**config.mk**
```make
export PLATFORM = sky130hd
export DESIGN_NAME = pci_cfg_regbank
export DESIGN_NICKNAME = d
export VERILOG_FILES = /design/src/rtl/pci_cfg_pkg.sv /design/src/rtl/pci_cfg_phase.sv /design/src/rtl/pci_cfg_wr_decode.sv /design/src/rtl/pci_cfg_store.sv /design/src/rtl/pci_cfg_rd_mux.sv /design/src/rtl/pci_cfg_regbank.sv
export SDC_FILE = /design/constraint.sdc
export NUM_CORES = 1
export LEC_CHECK = 0
export BUFFER_PORTS_ARGS = -buffer_cell sky130_fd_sc_hd__buf_4
export CORE_ASPECT_RATIO = 0.8
export CORE_UTILIZATION = 47
export CTS_CLUSTER_DIAMETER = 100
export DETAILED_ROUTE_END_ITERATION = 8
export GPL_TIMING_DRIVEN = 0
export PLACE_DENSITY = 0.8
export SYNTH_ARGS = -nofsm -noshare
export SYNTH_HDL_FRONTEND = slang
export SYNTH_SLANG_ARGS = --single-unit
```
**constraint.sdc**
```tcl
create_clock -name clk -period 1.8 [get_ports clk]
set_clock_uncertainty 0.05 [all_clocks]
set_input_delay 0.36 -clock clk [delete_from_list [all_inputs] [get_ports clk]]
set_output_delay 0.36 -clock clk [all_outputs]
set_load 0.03 [all_outputs]
```
**src/rtl/pci_cfg_pkg.sv**
```systemverilog
package pci_cfg_pkg;

    localparam int DW_IDX_W = 6;
    localparam int NUM_WR   = 3;

    localparam logic [3:0] CMD_CFG_RD = 4'b1010;
    localparam logic [3:0] CMD_CFG_WR = 4'b1011;

    localparam logic [DW_IDX_W-1:0] DW_ID    = 6'h00;
    localparam logic [DW_IDX_W-1:0] DW_CMDST = 6'h01;
    localparam logic [DW_IDX_W-1:0] DW_CLASS = 6'h02;
    localparam logic [DW_IDX_W-1:0] DW_MISC  = 6'h03;
    localparam logic [DW_IDX_W-1:0] DW_BAR   = 6'h04;
    localparam logic [DW_IDX_W-1:0] DW_SUBS  = 6'h0B;
    localparam logic [DW_IDX_W-1:0] DW_INTR  = 6'h0F;

    // writable dwords; strobe bit k targets WR_DW[k]
    localparam int WR_CMD  = 0;
    localparam int WR_BAR  = 1;
    localparam int WR_INTL = 2;
    localparam logic [DW_IDX_W-1:0] WR_DW [NUM_WR] = '{DW_CMDST, DW_BAR, DW_INTR};

    typedef enum logic [1:0] {
        TK_NONE   = 2'd0,
        TK_CFG_RD = 2'd1,
        TK_CFG_WR = 2'd2,
        TK_OTHER  = 2'd3
    } txn_kind_e;

    typedef struct packed {
        logic                active;
        txn_kind_e           kind;
        logic [DW_IDX_W-1:0] dw;
    } phase_s;

    typedef struct packed {
        logic [31:0] cmd;
        logic [31:0] bar;
        logic [31:0] intl;
    } regs_s;

endpackage

```
**src/rtl/pci_cfg_phase.sv**
```systemverilog
module pci_cfg_phase
    import pci_cfg_pkg::*;
(
    input  logic                clk,
    input  logic                rst_n,
    input  logic                frame_n_i,
    input  logic [DW_IDX_W-1:0] addr_dw_i,
    input  logic [3:0]          cbe_n_i,
    input  logic                irdy_n_i,
    input  logic                trdy_n_i,
    output logic                active_o,
    output txn_kind_e           kind_o,
    output logic [DW_IDX_W-1:0] dw_o,
    output logic                done_o
);

    phase_s ph_d, ph_q;

    function automatic txn_kind_e classify(input logic [3:0] code);
        if (code == CMD_CFG_RD)      return TK_CFG_RD;
        else if (code == CMD_CFG_WR) return TK_CFG_WR;
        else                         return TK_OTHER;
    endfunction

    always_comb begin
        ph_d = ph_q;
        if (ph_q.active) begin
            if (!irdy_n_i && !trdy_n_i) begin
                ph_d.active = 1'b0;
                ph_d.kind   = TK_NONE;
            end
        end else if (!frame_n_i) begin
            ph_d.active = 1'b1;
            ph_d.kind   = classify(cbe_n_i);
            ph_d.dw     = addr_dw_i;
        end
    end

    always_ff @(posedge clk) begin
        if (!rst_n) begin
            ph_q <= '{active: 1'b0, kind: TK_NONE, dw: '0};
        end else begin
            ph_q <= ph_d;
        end
    end

    assign active_o = ph_q.active;
    assign kind_o   = ph_q.kind;
    assign dw_o     = ph_q.dw;
    assign done_o   = ph_q.active && !irdy_n_i && !trdy_n_i;


    active_kind_chk: assert property (@(posedge clk) disable iff (!rst_n)
        ph_q.active |-> (ph_q.kind != TK_NONE));


    done_release_chk: assert property (@(posedge clk) disable iff (!rst_n)
        done_o |=> !ph_q.active);

endmodule

```
**src/rtl/pci_cfg_wr_decode.sv**
```systemverilog
module pci_cfg_wr_decode
    import pci_cfg_pkg::*;
(
    input  logic                clk,
    input  logic                rst_n,
    input  logic                done_i,
    input  txn_kind_e           kind_i,
    input  logic [DW_IDX_W-1:0] dw_i,
    output logic [NUM_WR-1:0]   strb_o
);

    logic wr_cycle;
    assign wr_cycle = done_i && (kind_i == TK_CFG_WR);

    for (genvar g = 0; g < NUM_WR; g++) begin : g_strb
        assign strb_o[g] = wr_cycle && (dw_i == WR_DW[g]);
    end


    strb_onehot_chk: assert property (@(posedge clk) disable iff (!rst_n)
        $onehot0(strb_o));


    strb_kind_chk: assert property (@(posedge clk) disable iff (!rst_n)
        (kind_i != TK_CFG_WR) |-> (strb_o == '0));

endmodule

```
**src/rtl/pci_cfg_store.sv**
```systemverilog
module pci_cfg_store
    import pci_cfg_pkg::*;
#(
    parameter int BAR_ADDR_LSB = 12
) (
    input  logic              clk,
    input  logic              rst_n,
    input  logic [NUM_WR-1:0] strb_i,
    input  logic [31:0]       wdata_i,
    input  logic [3:0]        be_n_i,
    output regs_s             regs_o
);

    localparam logic [31:0] CMD_MASK  = 32'h0000_FFFF;
    localparam logic [31:0] BAR_MASK  = ~((32'd1 << BAR_ADDR_LSB) - 32'd1);
    localparam logic [31:0] INTL_MASK = 32'h0000_00FF;

    regs_s regs_d, regs_q;

    function automatic logic [31:0] lane_merge(input logic [31:0] cur,
                                               input logic [31:0] nxt,
                                               input logic [3:0]  ben,
                                               input logic [31:0] mask);
        logic [31:0] res;
        res = cur;
        for (int b = 0; b < 4; b++) begin
            if (!ben[b]) res[b*8 +: 8] = nxt[b*8 +: 8];
        end
        return res & mask;
    endfunction

    always_comb begin
        regs_d = regs_q;
        if (strb_i[WR_CMD])
            regs_d.cmd  = lane_merge(regs_q.cmd, wdata_i, be_n_i, CMD_MASK);
        if (strb_i[WR_BAR])
            regs_d.bar  = lane_merge(regs_q.bar, wdata_i, be_n_i, BAR_MASK);
        if (strb_i[WR_INTL])
            regs_d.intl = lane_merge(regs_q.intl, wdata_i, be_n_i, INTL_MASK);
    end

    always_ff @(posedge clk) begin
        if (!rst_n) begin
            regs_q <= '0;
        end else begin
            regs_q <= regs_d;
        end
    end

    assign regs_o = regs_q;


    cmd_hold_chk: assert property (@(posedge clk) disable iff (!rst_n)
        !strb_i[WR_CMD] |=> $stable(regs_q.cmd));


    bar_hold_chk: assert property (@(posedge clk) disable iff (!rst_n)
        !strb_i[WR_BAR] |=> $stable(regs_q.bar));


    cmd_lane_chk: assert property (@(posedge clk) disable iff (!rst_n)
        (strb_i[WR_CMD] && be_n_i[1]) |=> (regs_q.cmd[15:8] == $past(regs_q.cmd[15:8])));


    intl_upper_chk: assert property (@(posedge clk) disable iff (!rst_n)
        regs_q.intl[31:8] == 24'h0);

endmodule

```
**src/rtl/pci_cfg_rd_mux.sv**
```systemverilog
module pci_cfg_rd_mux
    import pci_cfg_pkg::*;
#(
    parameter logic [15:0] VENDOR_ID        = 16'h0000,
    parameter logic [15:0] DEVICE_ID        = 16'h0000,
    parameter logic [15:0] STATUS_VALUE     = 16'h0000,
    parameter logic [23:0] CLASS_CODE       = 24'h000000,
    parameter logic [7:0]  REVISION_ID      = 8'h00,
    parameter logic [7:0]  HEADER_TYPE      = 8'h00,
    parameter logic [15:0] SUBSYS_VENDOR_ID = 16'h0000,
    parameter logic [15:0] SUBSYS_ID        = 16'h0000,
    parameter logic [7:0]  INT_PIN          = 8'h00,
    parameter logic [7:0]  MIN_GRANT        = 8'h00,
    parameter logic [7:0]  MAX_LATENCY      = 8'h00
) (
    input  logic                clk,
    input  logic                rst_n,
    input  logic                rd_en_i,
    input  logic [DW_IDX_W-1:0] dw_i,
    input  regs_s               regs_i,
    output logic [31:0]         rd_data_o
);

    logic [31:0] sel_d;

    always_comb begin
        unique case (dw_i)
            DW_ID:    sel_d = {DEVICE_ID, VENDOR_ID};
            DW_CMDST: sel_d = {STATUS_VALUE, 16'h0000} | regs_i.cmd;
            DW_CLASS: sel_d = {CLASS_CODE, REVISION_ID};
            DW_MISC:  sel_d = {8'h00, HEADER_TYPE, 16'h0000};
            DW_BAR:   sel_d = regs_i.bar;
            DW_SUBS:  sel_d = {SUBSYS_ID, SUBSYS_VENDOR_ID};
            DW_INTR:  sel_d = {MAX_LATENCY, MIN_GRANT, INT_PIN, 8'h00} | regs_i.intl;
            default:  sel_d = 32'h0000_0000;
        endcase
    end

    assign rd_data_o = rd_en_i ? sel_d : 32'h0000_0000;


    rd_unimpl_chk: assert property (@(posedge clk) disable iff (!rst_n)
        (rd_en_i && (dw_i >= 6'h10)) |-> (rd_data_o == 32'h0));

endmodule

```
**src/rtl/pci_cfg_regbank.sv**
```systemverilog
module pci_cfg_regbank
    import pci_cfg_pkg::*;
#(
    parameter logic [15:0] VENDOR_ID        = 16'h1A2B,
    parameter logic [15:0] DEVICE_ID        = 16'h3C4D,
    parameter logic [15:0] STATUS_VALUE     = 16'h0000,
    parameter logic [23:0] CLASS_CODE       = 24'h058000,
    parameter logic [7:0]  REVISION_ID      = 8'h01,
    parameter logic [7:0]  HEADER_TYPE      = 8'h00,
    parameter logic [15:0] SUBSYS_VENDOR_ID = 16'h1A2B,
    parameter logic [15:0] SUBSYS_ID        = 16'h0001,
    parameter logic [7:0]  INT_PIN          = 8'h01,
    parameter logic [7:0]  MIN_GRANT        = 8'h00,
    parameter logic [7:0]  MAX_LATENCY      = 8'h00,
    parameter int          BAR_ADDR_LSB     = 12
) (
    input  logic        clk,
    input  logic        rst_n,
    input  logic        frame_n_i,
    input  logic [31:0] ad_i,
    input  logic [3:0]  cbe_n_i,
    input  logic        irdy_n_i,
    input  logic        trdy_n_i,
    output logic [31:0] rd_data_o,
    output logic [15:0] cmd_o,
    output logic [31:0] bar_o,
    output logic [7:0]  int_line_o
);

    logic                active;
    txn_kind_e           kind;
    logic [DW_IDX_W-1:0] dw;
    logic                done;
    logic [NUM_WR-1:0]   strb;
    regs_s               regs;
    logic                rd_en;

    pci_cfg_phase i_phase (
        .clk       (clk),
        .rst_n     (rst_n),
        .frame_n_i (frame_n_i),
        .addr_dw_i (ad_i[7:2]),
        .cbe_n_i   (cbe_n_i),
        .irdy_n_i  (irdy_n_i),
        .trdy_n_i  (trdy_n_i),
        .active_o  (active),
        .kind_o    (kind),
        .dw_o      (dw),
        .done_o    (done)
    );

    pci_cfg_wr_decode i_wr_decode (
        .clk    (clk),
        .rst_n  (rst_n),
        .done_i (done),
        .kind_i (kind),
        .dw_i   (dw),
        .strb_o (strb)
    );

    pci_cfg_store #(
        .BAR_ADDR_LSB (BAR_ADDR_LSB)
    ) i_store (
        .clk     (clk),
        .rst_n   (rst_n),
        .strb_i  (strb),
        .wdata_i (ad_i),
        .be_n_i  (cbe_n_i),
        .regs_o  (regs)
    );

    assign rd_en = active && (kind == TK_CFG_RD);

    pci_cfg_rd_mux #(
        .VENDOR_ID        (VENDOR_ID),
        .DEVICE_ID        (DEVICE_ID),
        .STATUS_VALUE     (STATUS_VALUE),
        .CLASS_CODE       (CLASS_CODE),
        .REVISION_ID      (REVISION_ID),
        .HEADER_TYPE      (HEADER_TYPE),
        .SUBSYS_VENDOR_ID (SUBSYS_VENDOR_ID),
        .SUBSYS_ID        (SUBSYS_ID),
        .INT_PIN          (INT_PIN),
        .MIN_GRANT        (MIN_GRANT),
        .MAX_LATENCY      (MAX_LATENCY)
    ) i_rd_mux (
        .clk       (clk),
        .rst_n     (rst_n),
        .rd_en_i   (rd_en),
        .dw_i      (dw),
        .regs_i    (regs),
        .rd_data_o (rd_data_o)
    );

    assign cmd_o      = regs.cmd[15:0];
    assign bar_o      = regs.bar;
    assign int_line_o = regs.intl[7:0];


    bar_low_zero_chk: assert property (@(posedge clk) disable iff (!rst_n)
        bar_o[BAR_ADDR_LSB-1:0] == '0);


    strb_handshake_chk: assert property (@(posedge clk) disable iff (!rst_n)
        (strb != '0) |-> (!irdy_n_i && !trdy_n_i));


    rd_idle_zero_chk: assert property (@(posedge clk) disable iff (!rst_n)
        !active |-> (rd_data_o == 32'h0));

endmodule

```
==> impl_metrics.ini <==
[sta]
slew_viol_final = 0
finalCritPeriodShare_pct = 121
setup_ws_ns = -0.370
setup_tns_ns = -10.53
slew_headroom_pct = 59.3
finalCriticalPeriod_ns = 2.17
max_freq_ghz = 0.461
rsz0062_at_grt = yes
setup_viol = 32
worst_pin_slew_ns = 0.611
final-hold-violation-count = 0

[layout]
final_cell_mix = buf_4, nand2_1, dfxtp_1
syn_to_final_growth_pct = 70.5
drive_gt1_share_pct = 47.7
instances_no_fill = 575
seqCellArea_sq_um = 1080
final_common_cell = buf_4
fin_nets = 538
final_util_pct = 85.4
fill_cells = 310
multi_input_area_sq_um = 1960
antenna_cells = 0

[route]
dr.first_iter.drc_count = 192
first_pass_iters = 5
drc_errors = 0
antenna_left = 0
wl_per_cell_microns = 18.6
route.detailed.vias_per_inst = 5.49
wl_microns = 10700
vias = 3155

[power]
leakage_uw = 0.00203
power_density_nw_per_um2 = 557
p_total_uw = 2660
vdd_ir_drop_max_v = 0.000420

[clocking]
htree_levels = 2
cts-root-buf = clkbuf_8
clockBufferDepth = 2
cts_tree = yes
insertion_delay_ns = 0.31
clk_pin_slew_worst_paths_ns = 0.10
cts_made_buffers = 5
clkSinkCount = 53
cts_hold_buf = 0

[floorplan]
rows = 24
io_pins = 129
die_height_microns = 71.0
start_util_pct = 50.1
die_area_sq_um = 6270
coreArea_sq_um = 5590
die_w_microns = 88.3

[global_route]
grt_max_degree = 16
grt_pass1_vias = 3230
grt_pass1_wl_microns = 16400
overflow = 0
antenna_found_initial = 0
groute.usage.overall_pct = 35.1

[setup_path]
max_stage_delay_ns = 0.38
cp.arrival_ns = 1.76
crit_fanout = 5
cp-start-kind = flop
required_ns = 1.39
crit_top_cell = buf_6
crit_chain = buf_12 > nor3_4 > buf_6 > buf_12 > o21ai_4 > buf_6 > a31oi_4 > buf_6
critPathTopFamily = buffers and inverters
cpMaxStageDelayCell = dfxtp_4
crit_buf_inv = 5
critPathKind = reg2out
worst_setup_path_end_kind = output port

[min_path]
hp-class = in2reg

[outcome]
status = finished with violations
violations = setup timing

[synth]
synth-edff-count = 0
async_flop_share_pct = 0
ys_seq_area_share_pct = 37.9
ys_ff_latch = 53
yosysWarningCount = 0
netlist_instances = 339
avgSynthCellArea_sq_um = 8.26
synthFlopType = dfxtp_1
netlist_area_sq_um = 2800
ys_types = 33

[placed_design]
dp_hpwl_microns = 6720
io_buffer_count = 115
place_inst = 543
gp_congestion = 0.860

[run]
drv_cap = 0
## final cells by class
cell class | count | share of cell area (%)
multi-input cells | 256 | 41.1
repair buffers | 141 | 26.1
flip-flops and latches | 53 | 22.7
plain buffers | 33 | 5.40
well taps | 78 | 2.05
clock buffers | 5 | 1.44
clock inverters | 2 | 0.734
inverters | 7 | 0.551
## flip-flops by register name, indices dropped and copies added (netlist names)
register,cells
i_phase.kind_o,2
i_store.regs_o,44
i_phase.active_o,1
i_phase.dw_o,6
## per-layer routing
metal,vias to the layer above,wire length [microns],track usage [%]
li1,1451,-,-
met1,1497,4210,42.1
met2,183,5360,60.4
met3,24,914,8.98
met4,0,207,12.7
met5,-,0,0
## cell families (layout without fill, tap and decap cells)
kind of cell	count (synthesis)	after routing	share of synthesized area, %
buffers and inverters	41	188	8.58
AO/OA/AOI/OAI	38	38	8.67
other	1	12	0.134
flip-flops	53	53	37.9
AND/OR/NAND/NOR	162	162	29.0
multiplexers	44	44	15.7
## timing repair
action | CTS | global route
pin swaps | 18 | 4
gates resized for setup | 83 | 5
endpoints found under the setup margin | 32 | 32
setup buffers | 21 | 2
gates cloned | 3 | 0
## synthesized netlist by cell type (2+ instances only)
cell type / n / share of area [%]
inv_1: 7 / 0.94
and3_1: 2 / 0.45
nand2_1: 91 / 12
nand4_4: 2 / 1.5
nand3_1: 33 / 5.9
clkbuf_1: 11 / 1.5
a31oi_1: 5 / 1.1
a21boi_0: 6 / 1.6
o41ai_1: 2 / 0.63
buf_4: 18 / 4.8
a21oi_1: 21 / 3.8
mux2i_1: 44 / 16
nor2_1: 9 / 1.2
nor3_1: 2 / 0.36
and4_1: 4 / 1.3
buf_2: 3 / 0.54
nor3b_1: 4 / 1.1
nor3b_4: 2 / 1.3
and2_1: 6 / 1.3
buf_6: 2 / 0.80
dfxtp_1: 53 / 38
## worst min-delay path, delay by kind of cell
family,cells,cell delay [ns]
AND/OR/NAND/NOR,1,0.05
buffers and inverters,1,0.11
multiplexers,1,0.05
## power breakdown
group	leakage, uW	switching [uW]	internal (uW)
combinational	0.00155	352	282
clock	0.0000540	402	405
sequential	0.000433	32.6	1190
## path summary, 6_finish.rpt
| path | startpoint | endpoint | slack, ns | cells past startpoint |
|---|---|---|---|---|
| worst max register to register | i_phase.kind_o[1] | i_store.regs_o[1] | 0.13 | 4 |
| worst min register to register | i_store.regs_o[49] | i_store.regs_o[49] | 0.43 | 2 |
| worst min-delay path | ad_i[17] | i_store.regs_o[49] | 0.24 | 3 |
| worst max-delay path | i_phase.dw_o[2] | rd_data_o[5] | -0.37 | 8 |
## through the flow
stage	worst slack [ns]	instance area, sq um	hold slack [ns]
after floorplan	-0.142	3170	0.444
after global placement	-0.438	4130	0.404
after detailed placement	-0.451	4130	0.413
after CTS	-0.346	4750	0.240
after global routing	-0.425	4770	0.238
final	-0.370	4770	0.239
No activity file was read; power rests on OpenSTA's default activity.
